--- src/rtl/tdw_pkg.sv ---
// Shared descriptor field positions, position codes and walker states.
// Assumes one descriptor word per memory location, control bits in the low bits.
package tdw_pkg;
    localparam int ACT_B  = 0;    // ownership bit
    localparam int POS_LO = 1;    // two-bit position code
    localparam int RL_B   = 3;    // ring-end flag
    localparam int ERR_B  = 4;    // error flag written on frame close
    localparam int ABT_B  = 5;    // abort flag written on frame close
    localparam int LEN_LO = 6;    // byte length field starts here
    localparam int CTRL_W = 6;    // bits below the length field

    localparam logic [1:0] POS_MID   = 2'b00;
    localparam logic [1:0] POS_END   = 2'b01;
    localparam logic [1:0] POS_FIRST = 2'b10;
    localparam logic [1:0] POS_ONLY  = 2'b11;

    typedef enum logic [2:0] {
        ST_IDLE,
        ST_RD,
        ST_RWAIT,
        ST_BRD,
        ST_BWAIT,
        ST_SEND,
        ST_WB,
        ST_RETIRE
    } walk_st_t;
endpackage

--- src/rtl/tdw_ptr.sv ---
// Ring pointer: holds the current descriptor index and steps or wraps it.
// Assumes adv is a one-cycle strobe issued with each descriptor write-back.
module tdw_ptr #(
    parameter int DESC_AW = 4
) (
    input  logic               clk,
    input  logic               rst_n,
    input  logic [DESC_AW-1:0] ring_base,
    input  logic               adv,
    input  logic               wrap,
    output logic [DESC_AW-1:0] ptr
);
    // Load base at reset, then step or wrap on each advance.
    always_ff @(posedge clk) begin
        if (!rst_n)
            ptr <= ring_base;
        else if (adv)
            ptr <= wrap ? ring_base : ptr + DESC_AW'(1);
    end

    AST_RING_WRAP: assert property (@(posedge clk) disable iff (!rst_n)
        (adv && wrap) |=> (ptr == $past(ring_base)));
    AST_RING_STEP: assert property (@(posedge clk) disable iff (!rst_n)
        (adv && !wrap) |=> (ptr == DESC_AW'($past(ptr) + DESC_AW'(1))));
    AST_RING_HOLD: assert property (@(posedge clk) disable iff (!rst_n)
        !adv |=> $stable(ptr));
endmodule

--- src/rtl/tdw_irq.sv ---
// Error interrupt level: set by a frame-close write-back when enabled,
// cleared by a write-one-to-clear pulse. A set in the same cycle as a clear wins.
module tdw_irq (
    input  logic clk,
    input  logic rst_n,
    input  logic set,
    input  logic en,
    input  logic clr,
    output logic irq
);
    // Hold the interrupt level between set and clear.
    always_ff @(posedge clk) begin
        if (!rst_n)
            irq <= 1'b0;
        else if (set && en)
            irq <= 1'b1;
        else if (clr)
            irq <= 1'b0;
    end

    AST_IRQ_RAISE: assert property (@(posedge clk) disable iff (!rst_n)
        (set && en) |=> irq);
    AST_IRQ_CAUSE: assert property (@(posedge clk) disable iff (!rst_n)
        $rose(irq) |-> $past(set && en));
    AST_IRQ_CLEAR: assert property (@(posedge clk) disable iff (!rst_n)
        (clr && !set && irq) |=> !irq);
endmodule

--- src/rtl/tdw_fsm.sv ---
// Walker sequencer: reads descriptors, streams owned buffers byte by byte,
// writes descriptors back, and on a MAC error retires the rest of the frame.
// Assumes both memories return read data exactly one cycle after the strobe.
module tdw_fsm
    import tdw_pkg::*;
#(
    parameter int DESC_AW = 4,
    parameter int LEN_W   = 4,
    parameter int BUF_AW  = 8,
    parameter int DESC_W  = CTRL_W + LEN_W + BUF_AW
) (
    input  logic               clk,
    input  logic               rst_n,
    input  logic               tx_start,
    input  logic               mac_err,
    input  logic [DESC_AW-1:0] cur_ptr,
    output logic               desc_req,
    output logic               desc_we,
    output logic [DESC_AW-1:0] desc_addr,
    output logic [DESC_W-1:0]  desc_wdata,
    input  logic [DESC_W-1:0]  desc_rdata,
    output logic               buf_rd,
    output logic [BUF_AW-1:0]  buf_addr,
    input  logic [7:0]         buf_rdata,
    output logic [7:0]         tx_data,
    output logic               tx_valid,
    input  logic               tx_ready,
    output logic               tx_last,
    output logic               adv,
    output logic               wrap,
    output logic               irq_set
);
    localparam int BASE_LO = LEN_LO + LEN_W;

    walk_st_t            st;
    logic [DESC_W-1:0]   d_q;
    logic [LEN_W-1:0]    cnt;
    logic [7:0]          byte_q;
    logic                skip;

    logic [LEN_W-1:0]    d_len;
    logic [BUF_AW-1:0]   d_base;
    logic [LEN_W-1:0]    rd_len;
    logic                last_byte;
    logic                closes;
    logic                data_phase;

    // Decode fields of the latched and the incoming descriptor.
    always_comb begin
        d_len      = d_q[LEN_LO +: LEN_W];
        d_base     = d_q[BASE_LO +: BUF_AW];
        rd_len     = desc_rdata[LEN_LO +: LEN_W];
        last_byte  = (cnt == d_len - LEN_W'(1));
        closes     = d_q[POS_LO];
        data_phase = (st == ST_BRD) || (st == ST_BWAIT) || (st == ST_SEND);
    end

    // Sequence descriptor reads, byte fetches, sends and write-backs.
    always_ff @(posedge clk) begin
        if (!rst_n) begin
            st     <= ST_IDLE;
            d_q    <= '0;
            cnt    <= '0;
            byte_q <= '0;
            skip   <= 1'b0;
        end else begin
            case (st)
                ST_IDLE:  if (tx_start) st <= ST_RD;
                ST_RD:    st <= ST_RWAIT;
                ST_RWAIT: begin
                    d_q <= desc_rdata;
                    cnt <= '0;
                    if (!desc_rdata[ACT_B])    st <= ST_IDLE;
                    else if (skip)             st <= ST_RETIRE;
                    else if (rd_len == '0)     st <= ST_WB;
                    else                       st <= ST_BRD;
                end
                ST_BRD:   st <= mac_err ? ST_RETIRE : ST_BWAIT;
                ST_BWAIT: begin
                    byte_q <= buf_rdata;
                    st     <= mac_err ? ST_RETIRE : ST_SEND;
                end
                ST_SEND: begin
                    if (mac_err) begin
                        st <= ST_RETIRE;
                    end else if (tx_ready) begin
                        if (last_byte) begin
                            st <= ST_WB;
                        end else begin
                            cnt <= cnt + LEN_W'(1);
                            st  <= ST_BRD;
                        end
                    end
                end
                ST_WB:     st <= ST_RD;
                ST_RETIRE: begin
                    skip <= !closes;
                    st   <= ST_RD;
                end
                default:   st <= ST_IDLE;
            endcase
        end
    end

    // Drive memory strobes, stream outputs and pointer/interrupt controls.
    always_comb begin
        desc_req   = (st == ST_RD) || (st == ST_WB) || (st == ST_RETIRE);
        desc_we    = (st == ST_WB) || (st == ST_RETIRE);
        desc_addr  = cur_ptr;
        desc_wdata = d_q;
        desc_wdata[ACT_B] = 1'b0;
        if (st == ST_RETIRE && closes) begin
            desc_wdata[ERR_B] = 1'b1;
            desc_wdata[ABT_B] = 1'b1;
        end
        buf_rd   = (st == ST_BRD);
        buf_addr = d_base + BUF_AW'(cnt);
        tx_valid = (st == ST_SEND);
        tx_data  = byte_q;
        tx_last  = (st == ST_SEND) && last_byte && closes;
        adv      = desc_we;
        wrap     = d_q[RL_B];
        irq_set  = (st == ST_RETIRE) && closes;
    end

    AST_ERR_HALT: assert property (@(posedge clk) disable iff (!rst_n)
        (mac_err && data_phase) |=> (!tx_valid && desc_we && !desc_wdata[ACT_B]));
    AST_SKIP_QUIET: assert property (@(posedge clk) disable iff (!rst_n)
        skip |-> !tx_valid);
    AST_CLOSE_FLAGS: assert property (@(posedge clk) disable iff (!rst_n)
        (desc_we && desc_wdata[ERR_B] && !d_q[ERR_B]) |-> (desc_wdata[POS_LO] && desc_wdata[ABT_B]));
    AST_WB_RELEASE: assert property (@(posedge clk) disable iff (!rst_n)
        desc_we |-> !desc_wdata[ACT_B]);
    AST_TX_HOLD: assert property (@(posedge clk) disable iff (!rst_n)
        (tx_valid && !tx_ready && !mac_err) |=> (tx_valid && $stable(tx_data)));
    AST_IDLE_STAY: assert property (@(posedge clk) disable iff (!rst_n)
        (st == ST_IDLE && !tx_start) |=> (st == ST_IDLE && !desc_req));
endmodule

--- src/rtl/tx_desc_walker.sv ---
// Top of the transmit descriptor walker: ring pointer, sequencer and
// interrupt level. Assumes single-cycle-latency descriptor and buffer memories.
module tx_desc_walker
    import tdw_pkg::*;
#(
    parameter int DESC_AW = 4,
    parameter int LEN_W   = 4,
    parameter int BUF_AW  = 8,
    localparam int DESC_W = CTRL_W + LEN_W + BUF_AW
) (
    input  logic               clk,
    input  logic               rst_n,
    input  logic [DESC_AW-1:0] ring_base,
    input  logic               tx_start,
    input  logic               irq_en,
    input  logic               irq_clr,
    output logic               irq,
    output logic               desc_req,
    output logic               desc_we,
    output logic [DESC_AW-1:0] desc_addr,
    output logic [DESC_W-1:0]  desc_wdata,
    input  logic [DESC_W-1:0]  desc_rdata,
    output logic               buf_rd,
    output logic [BUF_AW-1:0]  buf_addr,
    input  logic [7:0]         buf_rdata,
    output logic [7:0]         tx_data,
    output logic               tx_valid,
    input  logic               tx_ready,
    output logic               tx_last,
    input  logic               mac_err
);
    logic [DESC_AW-1:0] cur_ptr;
    logic               adv;
    logic               wrap;
    logic               irq_set;

    tdw_ptr #(.DESC_AW(DESC_AW)) u_ptr (
        .clk       (clk),
        .rst_n     (rst_n),
        .ring_base (ring_base),
        .adv       (adv),
        .wrap      (wrap),
        .ptr       (cur_ptr)
    );

    tdw_fsm #(
        .DESC_AW (DESC_AW),
        .LEN_W   (LEN_W),
        .BUF_AW  (BUF_AW),
        .DESC_W  (DESC_W)
    ) u_fsm (
        .clk        (clk),
        .rst_n      (rst_n),
        .tx_start   (tx_start),
        .mac_err    (mac_err),
        .cur_ptr    (cur_ptr),
        .desc_req   (desc_req),
        .desc_we    (desc_we),
        .desc_addr  (desc_addr),
        .desc_wdata (desc_wdata),
        .desc_rdata (desc_rdata),
        .buf_rd     (buf_rd),
        .buf_addr   (buf_addr),
        .buf_rdata  (buf_rdata),
        .tx_data    (tx_data),
        .tx_valid   (tx_valid),
        .tx_ready   (tx_ready),
        .tx_last    (tx_last),
        .adv        (adv),
        .wrap       (wrap),
        .irq_set    (irq_set)
    );

    tdw_irq u_irq (
        .clk   (clk),
        .rst_n (rst_n),
        .set   (irq_set),
        .en    (irq_en),
        .clr   (irq_clr),
        .irq   (irq)
    );
endmodule

--- config.mk ---
export PLATFORM = sky130hd
export DESIGN_NAME = tx_desc_walker
export DESIGN_NICKNAME = d
export VERILOG_FILES = /design/src/rtl/tdw_pkg.sv /design/src/rtl/tdw_ptr.sv /design/src/rtl/tdw_irq.sv /design/src/rtl/tdw_fsm.sv /design/src/rtl/tx_desc_walker.sv
export SDC_FILE = /design/constraint.sdc
export NUM_CORES = 1
export LEC_CHECK = 0
export BUFFER_PORTS_ARGS = -buffer_cell sky130_fd_sc_hd__buf_2
export CORE_MARGIN = 4
export CORE_UTILIZATION = 44
export DETAILED_ROUTE_END_ITERATION = 10
export PLACE_DENSITY = 0.76
export SYNTH_ARGS = -nofsm -noshare
export SYNTH_HDL_FRONTEND = slang
export SYNTH_SLANG_ARGS = --single-unit
--- constraint.sdc ---
create_clock -name clk -period 1.7 [get_ports clk]
set_clock_uncertainty 0.1 [all_clocks]
set_input_delay 0.255 -clock clk [delete_from_list [all_inputs] [get_ports clk]]
set_output_delay 0.255 -clock clk [all_outputs]
set_load 0.05 [all_outputs]
After elaboration in Yosys (flattened, before gate mapping)
Cells that the tools add are included.
{ "totals": {"reg_bits": 39, "in_bits": 37, "output_inout_bits": 44} }
{ "classes": {"add_sub_neg": 4, "eq_ne": 14, "muxes": 20, "n_reduce_logical": 15} }
{ "ops": {"columns": ["cell", "count"], "rows": [
  ["4-bit two-way mux", 6],
  ["3-bit two-way mux", 7],
  ["3-bit one-hot mux with 7 select lines", 1],
  ["3-bit equality test (second input constant)", 4],
  ["4-bit by 1-bit adder with 4-bit output (second input constant)", 2],
  ["8-bit by 4-bit adder with 8-bit output", 1],
  ["4-bit one-hot mux with 2 select lines", 1],
  ["3-bit by 2-bit equality test with 1-bit output (second input constant)", 2],
  ["2-bit two-way mux", 3],
  ["2-bit != test (second input constant)", 3],
  ["4-bit equality test", 1],
  ["1-bit logical AND", 4],
  ["4-bit logical NOT", 1],
  ["2-bit by 1-bit != test with 1-bit output (second input constant)", 2],
  ["4-bit AND reduction", 1],
  ["2-bit nonzero test", 2],
  ["4-bit by 1-bit subtractor with 4-bit output (second input constant)", 1],
  ["3-bit by 1-bit equality test with 1-bit output (second input constant)", 1],
  ["3-bit logical NOT", 1],
  ["1-bit logical OR", 3],
  ["3-bit by 1-bit != test with 1-bit output (second input constant)", 1],
  ["1-bit two-way mux", 2],
  ["2-bit AND reduction", 1],
  ["2-bit OR reduction", 1],
  ["1-bit logical NOT", 1]
]} }

Logic depth before layout (Yosys ltp)
Gate-level depths: netlist of the first run.
{ "logic_depth": {"depth_word": 6, "mapped_depth": 8, "ltp_nobuf": 8} }

Modules after synthesis
Synthesis of the first run repeated with hierarchy kept, for this count alone.
{ "unflattened": {"hier_cells": 249, "area_unflattened_um2": 2158.3} }
{ "modules_own_cells": {"columns": ["mod", "n_inst", "cells_per_inst", "area_per_inst_um2", "seq_area_each_um2"], "rows": [
  ["tdw_fsm", 1, 228, 1899.3, 660.6],
  ["tdw_ptr", 1, 17, 217.7, 120.1],
  ["tdw_irq", 1, 4, 41.3, 20.0]
]} }

Least setup slack after synthesis of the first run
No wires, ideal clock.
{ "synth_path": {"path_type": "reg-to-output", "start": "reg u_fsm.cnt[0]", "end": "out buf_addr[6]", "t_arrival_ns": 2.201, "path_slack_ns": -0.856, "stages_incl_launch_ff": 9, "cell_sequence": "dfxtp_1 -> ha_1 -> inv_1 -> fa_1 -> nor2b_1 -> o21ai_0 -> nand2b_1 -> nand3_1 -> xnor2_1"} }
{ "synth_between": {"elab_chain_cells": 1} }
{ "synth_lines": {"columns": ["item", "line_no", "rtl"], "rows": [
  ["start, declared", "tdw_fsm.sv:37", "logic [LEN_W-1:0] cnt;"],
  ["start signal, assigned", "tdw_fsm.sv:90", "cnt <= cnt + LEN_W'(1);"],
  ["8-bit by 4-bit adder with 8-bit output", "tdw_fsm.sv:117", "buf_addr = d_base + BUF_AW'(cnt);"],
  ["end, declared", "tx_desc_walker.sv:24", "output logic [BUF_AW-1:0] buf_addr,"]
]} }
Every way passes these cells.

Final worst setup path of the first run
{ "layout_path": {"start": "reg u_fsm.d_q[10]", "end": "out buf_addr[6]"} }
{ "layout_between": {"elab_chain_cells": 1} }
{ "layout_lines": {"columns": ["item", "line_no", "rtl"], "rows": [
  ["start, declared", "tdw_fsm.sv:36", "logic [DESC_W-1:0] d_q;"],
  ["start signal, assigned", "tdw_fsm.sv:71", "d_q <= desc_rdata;"],
  ["8-bit by 4-bit adder with 8-bit output", "tdw_fsm.sv:117", null]
]} }
Every way passes these cells.

==> impl_metrics.toml, run 1 <==
[status]
status = "finished with violations"
violations = "setup timing"

[layout]
utilization_pct = 64.96
n_fill_cell = 399
nNetsFinal = 387
layout-drive-gt1-share_pct = 47.08
multiInputGateArea_um2 = 1304
area_growth_syn_to_layout_pct = 43.63
seq_area_um2 = 818.3
n_antenna_cell = 0

[clocking]
clk_pin_slew_ns = 0.08
postCtsHoldBufs = 0
numCtsBuffers = 5
cts.htree.levels = 2
cts_sinks = 38
clk-insertion-delay-late_ns = 0.29
cts_root_buffer = "clkbuf_8"
cts_tree = "yes"
cts_buffer_depth = 2

[floorplanning]
rows = 25
die_x_um = 77.45
core_um2 = 4692
fp.dieArea_um2 = 5998
initial_core_util_pct = 45.23
die-height_um = 77.45
ios = 81

[pwr]
ir_worst_vdd_v = 0.0004163
power.leakage_nw = 1.400
p_switching_uw = 551.4
combPwrFrac_pct = 18.9
finalPower_mw = 1.896
power_density_nw_per_um2 = 622.1
power.internal_mw = 1.345
clock_power_share_pct = 31.0
p_seq_share_pct = 50.2
p_sw_share_pct = 29.08

[detailed_routing]
routed_wirelength_um = 5094
top_layer_used = "met4"
wl_per_cell_um = 12.86
wl_met3_um = 396
dr.pass1.iters = 4
drc = 0
ant_nets = 0
drtIter0Drc = 62
wl_met1_um = 2253
vias = 1962
vias_per_cell = 4.955
wl_met2_um = 2390

[worst_setup_path]
worstPathRequired_ns = 1.34
path_max_fanout = 2
r2r_start = "u_fsm.cnt[2]"
worstSetupPathType = "reg -> out"
crit_path_start = "u_fsm.d_q[10]"
cp.arrival_ns = 1.91
end_kind = "output pin"
cp-start-kind = "flop"

[logic_synthesis]
synth_area_um2 = 2122
synth.area.top_cells = "dfxtp_1 (32%), nand2_1 (8.1%), a21boi_0 (6.4%)"
yosysTopAreaCellShare_pct = 32.08
ys_seq_area_share_pct = 37.74
synth_cells = 250
ys_ff_latch = 38
synth_cell_types = 44
synth_edf_count = 4
synth_top_cell_by_area = "dfxtp_1"
postSynthNetCount = 296
synth_common_cells = "nand2_1 (46), dfxtp_1 (34), a21boi_0 (18)"
synthArstFlopShare_pct = 0
syn_avg_cell_area_um2 = 8.488
yosys_warnings = 0
synth-main-ff-cell = "dfxtp_1"
synth.most_common_cell = "nand2_1"

[timing]
setup_viol = 12
tns_ns = -3.348
worst_pin_slew_ns = 0.4965
finalMaxSlewViolations = 0
hold_violations = 0
setup_slack_ns = -0.5640
grt_setup_unrepaired = "yes"
fin_crit_sh_pct = 133.2
max_freq_mhz = 441.7
final.min_clock_period_ns = 2.264
slew_headroom_pct = 66.60

[hold_path]
min-delay-start = "desc_rdata[2]"
hold_path.class = "in -> reg"

[run]
maxCapViolations = 0

[global_routing]
antenna_found_initial = 0
grt_pass1_vias = 1909
grt-ovfl-total = 0
grt_max_degree = 36
grtUsageTotal_pct = 17.37
grt_pass1_wl_um = 8445

[placement]
place_congestion = 0.7958
dp_hpwl_um = 3666
portBuffers = 79
-- final timing paths --
check	end	slack [ns]	cells after the start
setup / recovery	buf_addr[6]	-0.56	9
hold / removal	u_fsm.d_q[2]	0.10	3
setup reg to reg	u_fsm.cnt[3]	-0.14	7
hold reg to reg	u_fsm.d_q[4]	0.36	2
-- worst max-delay path, stage by stage (launching register included) --
cell	delay, ns
dfxtp_2	0.35
ha_4	0.14
inv_2	0.03
fa_2	0.34
nor2b_1	0.12
o21ai_1	0.07
nand2b_1	0.10
nand3_2	0.13
xnor2_4	0.16
buf_6	0.17
-- cells by family after synthesis --
group                      Yosys count  share of synthesized area [%]
buffers and inverters               39                          9.847
and+or+nand+nor                     91                          20.93
other                                1                         0.1767
xor gates and xnor gates            13                          6.014
DFF                                 38                          37.74
AOI/OAI and AO/OA                   50                          15.33
adders and majority gates            9                          5.661
muxes                                9                          4.304
-- per-layer routing --
layer | GRT usage (%) | vias to the layer above
li1 | - | 998
met1 | 20.96 | 888
met2 | 29.79 | 71
met3 | 5.336 | 5
met4 | 4.804 | 0
met5 | 0 | -
-- registers in the layout, summed over array words and instances, names as in the netlist --
name           cells
u_ptr.ptr          4
u_fsm.d_q         17
u_fsm.tx_data      8
u_irq.irq          1
u_fsm.st           3
u_fsm.cnt          4
u_fsm.skip         1
-- power by group through the flow --
stage          clock network [mW]  registers, mW  logic (mW)
6_report                    0.588          0.951       0.357
5_1_grt                     0.644          0.955       0.387
4_1_cts                     0.612          0.950       0.352
3_5_place_dp                    0          0.972       0.330
3_3_place_gp                    0          0.970       0.324
2_1_floorplan                   0           1.00       0.197
-- cell usage in the layout (no fill, tap or decap), types with 9 or more instances in the layout --
cell type and n:
a21boi_0 18, buf_2 66, buf_4 30, buf_6 11
dfxtp_1 24, nand2_1 45, nor2b_1 9
-- final cells by class --
class	count	area share (%)
Tap cell	54	2.217
Inverter	11	1.355
Timing Repair Buffer	112	24.18
Clock inverter	3	0.3695
Clock buffer	5	2.258
Multi-Input combinational cell	173	42.78
Sequential cell	38	26.85
-- per-stage QoR --
stage	std cells	setup WS, ns	hold WS (ns)	area, um^2
final	396	-0.5640	0.1046	3048
after CTS	393	-0.5887	0.09283	2952
after detailed placement	383	-0.4670	0.3519	2700
after floorplan	250	-0.3517	0.2924	2195
after global placement	383	-0.4337	0.3474	2700
after global routing	396	-0.7328	0.09977	3048
-- timing repair --
action,in CTS,in global routing
buffers inserted,2,5
setup endpoints to repair,15,17
endpoints found under the hold margin,0,0
pin swaps,4,17
gates resized for setup,47,20
No activity file was read; power rests on OpenSTA's default activity.
==> run 2, diff against run 1 <==
--- a/config.mk
+++ b/config.mk
@@ -5,11 +5,12 @@
 export SDC_FILE = /design/constraint.sdc
 export NUM_CORES = 1
 export LEC_CHECK = 0
-export BUFFER_PORTS_ARGS = -buffer_cell sky130_fd_sc_hd__buf_2
+export BUFFER_PORTS_ARGS = -buffer_cell sky130_fd_sc_hd__buf_4
 export CORE_MARGIN = 4
 export CORE_UTILIZATION = 44
 export DETAILED_ROUTE_END_ITERATION = 10
 export PLACE_DENSITY = 0.76
+export REMOVE_ABC_BUFFERS = 1
 export SYNTH_ARGS = -nofsm -noshare
 export SYNTH_HDL_FRONTEND = slang
 export SYNTH_SLANG_ARGS = --single-unit
==> run 2 against run 1 <==
Net effect:
- design area increased by 6.0%
- routed wire length is 16% higher
- the run still ends with setup timing left
- sequential cell count is the same
- die area unchanged
- sequential power about the same
- non-clock buffer count increased by 7
- largest power group unchanged
- count of clock-buffer cells in the layout is 2 higher
- register-to-register slack hardly changed
- setup slack worse by 0.026 ns
- fmax down 1.1%
- critical endpoint is now buf_addr[2]
- cell count up 1.8%
- sequential share of layout area fell by 1.3 points
==> impl_metrics.toml, run 2 (same netlist as run 1, synthesis figures left out) <==
[status]
status = "finished with violations"
violations = "setup timing"

[worst_setup_path]
path_cells = "ha_4, inv_2, fa_2, buf_4, buf_6, buf_6, buf_6, xnor2_2, buf_6"
cp_top_family = "buffers and inverters"
crit_top_cell = "buf_6"
critPathSlowestCell = "dfxtp_2"
critical_path_buf_inv_count = 6
worstPathRequired_ns = 1.34
slowest_delay_ns = 0.36
end_kind = "output pin"
worstSetupPathType = "reg -> out"
path_max_fanout = 2
cp.arrival_ns = 1.93
cp-start-kind = "flop"

[layout]
largest_register_ffs = 17
top_register = "u_fsm.d_q"
final_cell_mix = "buf_4 (104), nand2_1 (45), dfxtp_1 (22), a21boi_0 (18), buf_6 (13)"
area_growth_syn_to_layout_pct = 52.18
final_common_cell = "buf_4"
n_fill_cell = 359
n_antenna_cell = 0
layout-drive-gt1-share_pct = 47.85
final_cells = 403
utilization_pct = 68.83
nNetsFinal = 394

[timing]
setup_slack_ns = -0.5899
tns_ns = -4.253
hold_violations = 0
fin_crit_sh_pct = 134.7
finalMaxSlewViolations = 0
setup_viol = 12
holdWs_ns = 0.1171
max_freq_mhz = 436.7
grt_setup_unrepaired = "yes"
final.min_clock_period_ns = 2.290

[clocking]
postCtsHoldBufs = 0
cts_buffer_depth = 2
cts_tree = "yes"
cts.htree.levels = 2
clk-insertion-delay-late_ns = 0.28
cts_sinks = 38
numCtsBuffers = 5
clk_pin_slew_ns = 0.07
cts_root_buffer = "clkbuf_8"

[global_routing]
grt_pass1_wl_um = 9287
grt_pass1_vias = 2008
antenna_found_initial = 0
grt-ovfl-total = 0
grtUsageTotal_pct = 19.23
grt_max_degree = 36

[hold_path]
hold_path.class = "in -> reg"

[detailed_routing]
wl_per_cell_um = 14.67
vias = 2025
vias_per_cell = 5.025
ant_nets = 0
drc = 0
drtIter0Drc = 127
dr.pass1.iters = 4
routed_wirelength_um = 5913

[floorplanning]
die_x_um = 77.45
initial_core_util_pct = 45.23
die-height_um = 77.45
fp.dieArea_um2 = 5998
core_um2 = 4692
rows = 25
ios = 81

[pwr]
power_density_nw_per_um2 = 611.1
ir_worst_vdd_v = 0.0005392
p_seq_share_pct = 48.3
clock_power_share_pct = 31.8
p_switching_uw = 543.2
power.leakage_nw = 1.433
finalPower_mw = 1.974
p_sw_share_pct = 27.53
combPwrFrac_pct = 19.9
power.internal_mw = 1.430

[placement]
place_congestion = 0.8534
dp_hpwl_um = 4004
portBuffers = 79
placed_cells = 380

[run]
maxCapViolations = 0
==> run 2: cell types whose count changed in the layout (fill, tap and decap cells not counted), moves of 2 or more <==
cell,change
buf_2,-66
buf_4,+74
buf_6,+2
clkbuf_4,-2
clkinv_1,-3
dfxtp_1,-2
dfxtp_4,+2
o21ai_0,+2
o21ai_1,-2
xnor2_1,+4
xnor2_2,-3
==> run 2: timing repair <==
action | in CTS | in global routing
gates resized for setup | 47 | 19
setup endpoints to repair | 16 | 16
setup buffers | 13 | 7
pin swaps | 15 | 13
==> run 2: tightest hold or removal path, stage by stage <==
cell and delay, ns:
buf_4 0.11, nand2_1 0.04, a21boi_0 0.06
==> run 2: final timing paths <==
path,start,end,cells past startpoint,slack (ns)
setup reg to reg,u_fsm.cnt[3],u_fsm.cnt[2],7,-0.15
setup / recovery,u_fsm.cnt[0],buf_addr[2],9,-0.59
hold reg to reg,u_fsm.d_q[4],u_fsm.d_q[4],2,0.36
hold / removal,desc_rdata[11],u_fsm.d_q[11],3,0.12
==> run 2: metrics by stage <==
stage | area (um^2) | worst slack [ns]
global route | 3229 | -0.6850
floorplan | 1954 | -1.199
detailed placement | 2803 | -0.4535
finish | 3229 | -0.5899
CTS | 3149 | -0.6379
global placement | 2803 | -0.3638
==> run 2: power groups by stage <==
stage / combinational [mW] / clock (mW) / sequential (mW)
2_1_floorplan: 0.129 / 0 / 1.04
3_3_place_gp: 0.351 / 0 / 0.975
3_5_place_dp: 0.357 / 0 / 0.977
4_1_cts: 0.378 / 0.658 / 0.952
5_1_grt: 0.419 / 0.685 / 0.957
6_report: 0.392 / 0.628 / 0.954
==> run 2: routing by layer <==
| metal | vias to the layer above | wire, um | share of wire, % | track usage [%] |
|---|---|---|---|---|
| met5 | - | 0 | 0 | 0 |
| met4 | 0 | 111 | 1.9 | 6.584 |
| met3 | 10 | 333 | 5.6 | 4.292 |
| met2 | 79 | 3143 | 53 | 35.15 |
| met1 | 923 | 2325 | 39 | 21.88 |
| li1 | 1013 | - | - | - |
==> run 2: area by class of cell <==
type / count / area (um^2) / share of cell area, %
repair buffers: 119 / 957.2 / 29.64
clock buffers: 7 / 86.33 / 2.673
multi-input cells: 173 / 1246 / 38.59
inverters: 11 / 41.29 / 1.279
clock inverters: 1 / 5.005 / 0.1550
flip-flops and latches: 38 / 825.8 / 25.57
well taps: 54 / 67.56 / 2.092
==> run 3, diff against run 2 <==
--- a/config.mk
+++ b/config.mk
@@ -5,11 +5,14 @@
 export SDC_FILE = /design/constraint.sdc
 export NUM_CORES = 1
 export LEC_CHECK = 0
+export ABC_AREA = 1
 export BUFFER_PORTS_ARGS = -buffer_cell sky130_fd_sc_hd__buf_4
+export CELL_PAD_IN_SITES_DETAIL_PLACEMENT = 1
+export CELL_PAD_IN_SITES_GLOBAL_PLACEMENT = 1
 export CORE_MARGIN = 4
-export CORE_UTILIZATION = 44
+export CORE_UTILIZATION = 30
 export DETAILED_ROUTE_END_ITERATION = 10
-export PLACE_DENSITY = 0.76
+export PLACE_DENSITY_LB_ADDON = 0.1
 export REMOVE_ABC_BUFFERS = 1
 export SYNTH_ARGS = -nofsm -noshare
 export SYNTH_HDL_FRONTEND = slang
==> run 3 against run 2 <==
Net effect:
- the run still ends with setup timing left
- design area increased by 11%
- synthesized cell count increased by 14%
- sequential share of layout area decreased by 2.7 points
- critical endpoint is now buf_addr[6]
- largest cell class unchanged
==> impl_metrics.toml, run 3 <==
[layout]
final_area_um2 = 3598
top_register = "u_fsm.d_q"
area_growth_syn_to_layout_pct = 72.32
utilization_pct = 52.96
final_cell_mix = "buf_4 (118), nor2_1 (51), nand2_1 (30), o21ai_0 (28), dfxtp_1 (23)"
n_fill_cell = 829
largest_register_ffs = 17
n_antenna_cell = 0
nNetsFinal = 453
final_common_cell = "buf_4"
final_cells = 504
layout-drive-gt1-share_pct = 54.17

[worst_setup_path]
end_kind = "output pin"
regToRegEndpoint = "u_fsm.st[2]"
cp-start-kind = "flop"
rr_worst_depth = 13
worstPathRequired_ns = 1.34
worstSetupPathType = "reg -> out"
path_max_fanout = 2
cp.arrival_ns = 1.93
reg2reg_slack_ns = -0.08
r2r_start = "u_fsm.d_q[6]"

[hold_path]
whs_path_depth = 4
hold_end = "u_irq.irq"
min-delay-start = "irq_clr"
hold_path.class = "in -> reg"

[global_routing]
antenna_found_initial = 0
grtUsageTotal_pct = 16.98
grt-ovfl-total = 0
grt_max_degree = 28
grt_pass1_vias = 2428
grt_pass1_wl_um = 11540

[detailed_routing]
routed_wirelength_um = 7095
vias_per_cell = 4.466
vias = 2251
dr.pass1.iters = 4
drtIter0Drc = 41
drc = 0
wl_per_cell_um = 14.08
ant_nets = 0

[timing]
grt_setup_unrepaired = "yes"
fin_crit_sh_pct = 134.3
tns_ns = -3.371
finalMaxSlewViolations = 0
setup_slack_ns = -0.5830
setup_viol = 14
max_freq_mhz = 438.0
hold_violations = 0
final.min_clock_period_ns = 2.283
holdWs_ns = 0.09809

[clocking]
clk-insertion-delay-late_ns = 0.30
clk_pin_slew_ns = 0.09
cts_tree = "yes"
numCtsBuffers = 5
cts_root_buffer = "clkbuf_8"
cts_sinks = 38
cts.htree.levels = 2
cts_buffer_depth = 2

[logic_synthesis]
yosys_warnings = 0
synthArstFlopShare_pct = 0
synth.most_common_cell = "nor2_1"
synth_cells = 284
syn_avg_cell_area_um2 = 7.353
ys_ff_latch = 38
synth_common_cells = "nor2_1 (56), nand2_1 (39), dfxtp_1 (34)"
synth_area_um2 = 2088
synth_edf_count = 4
synth_top_cell_by_area = "dfxtp_1"
synth.area.top_cells = "dfxtp_1 (33%), nor2_1 (10%), nand2_1 (7.0%)"
ys_seq_area_share_pct = 38.35
synth_cell_types = 33
synth-main-ff-cell = "dfxtp_1"
yosysTopAreaCellShare_pct = 32.59

[placement]
place_congestion = 0.7733
portBuffers = 79
place_ws_ns = -0.3972
place_area_um2 = 2889
dp_hpwl_um = 4631
placed_cells = 468

[floorplanning]
ios = 81
fp.dieArea_um2 = 8359
core_um2 = 6794
initial_core_util_pct = 30.74
rows = 30
die_x_um = 91.43
die-height_um = 91.43

[run]
maxCapViolations = 0

[pwr]
ir_worst_vdd_v = 0.0004151
power_density_nw_per_um2 = 658.5
finalPower_mw = 2.369
power.leakage_nw = 1.673

[status]
violations = "setup timing"
status = "finished with violations"
==> run 3: layer usage <==
| metal | part of all wire [%] | wire length [um] | track usage (%) |
|---|---|---|---|
| met2 | 50 | 3569 | 29.34 |
| met3 | 5.4 | 385 | 4.805 |
| met5 | 0 | 0 | 0 |
| met1 | 43 | 3069 | 20.55 |
| met4 | 0.99 | 70 | 4.397 |
==> run 3: kinds of logic after synthesis <==
group | synth area share (%)
and+or+nand+nor | 25.76
DFF | 38.35
xor gates and xnor gates | 5.452
buffers and inverters | 11.98
AOI/OAI and AO/OA | 12.52
adders and majority gates | 5.752
other | 0.1796
==> run 3: cell type report <==
type | instances | area (um^2) | area share (%)
multi-input combinational | 196 | 1279 | 35.54
timing repair buffer | 138 | 1122 | 31.19
sequential | 38 | 822.0 | 22.84
tap | 96 | 120.1 | 3.338
inverter | 28 | 112.6 | 3.129
clock buffer | 6 | 82.58 | 2.295
clock inverter | 2 | 60.06 | 1.669
==> run 3: power by group <==
group	internal (mW)	switching, mW	leakage, nW
clock network	0.627	0.361	0.0714
registers	0.930	0.0231	0.320
logic	0.181	0.248	1.28
==> run 3: critical path, stage by stage, from the launching register on <==
cell and delay (ns):
dfxtp_2 0.36, ha_4 0.15, inv_2 0.04, fa_2 0.35, nor2_2 0.11, a211oi_2 0.06
nor3b_2 0.18, xor2_1 0.17, buf_4 0.22
==> run 3: what timing repair did <==
| item | 4_1_cts | 5_1_grt |
|---|---|---|
| pin swaps | 17 | 28 |
| hold buffers | 0 | 0 |
| gates cloned | 0 | 0 |
| resized for setup | 53 | 46 |
| setup buffers | 21 | 14 |
| setup endpoints to repair | 16 | 20 |
==> run 3: how the worst max path moves through the flow <==
stage,slack [ns],startpoint,end,cells past startpoint
CTS,-0.59,u_fsm.d_q[10],buf_addr[6],8
detailed placement,-0.40,u_fsm.d_q[10],buf_addr[6],8
global placement,-0.39,u_fsm.d_q[10],buf_addr[6],8
floorplan,-1.14,u_fsm.d_q[10],buf_addr[6],7
global route,-0.74,u_fsm.d_q[10],buf_addr[6],8
finish,-0.58,u_fsm.d_q[10],buf_addr[6],8
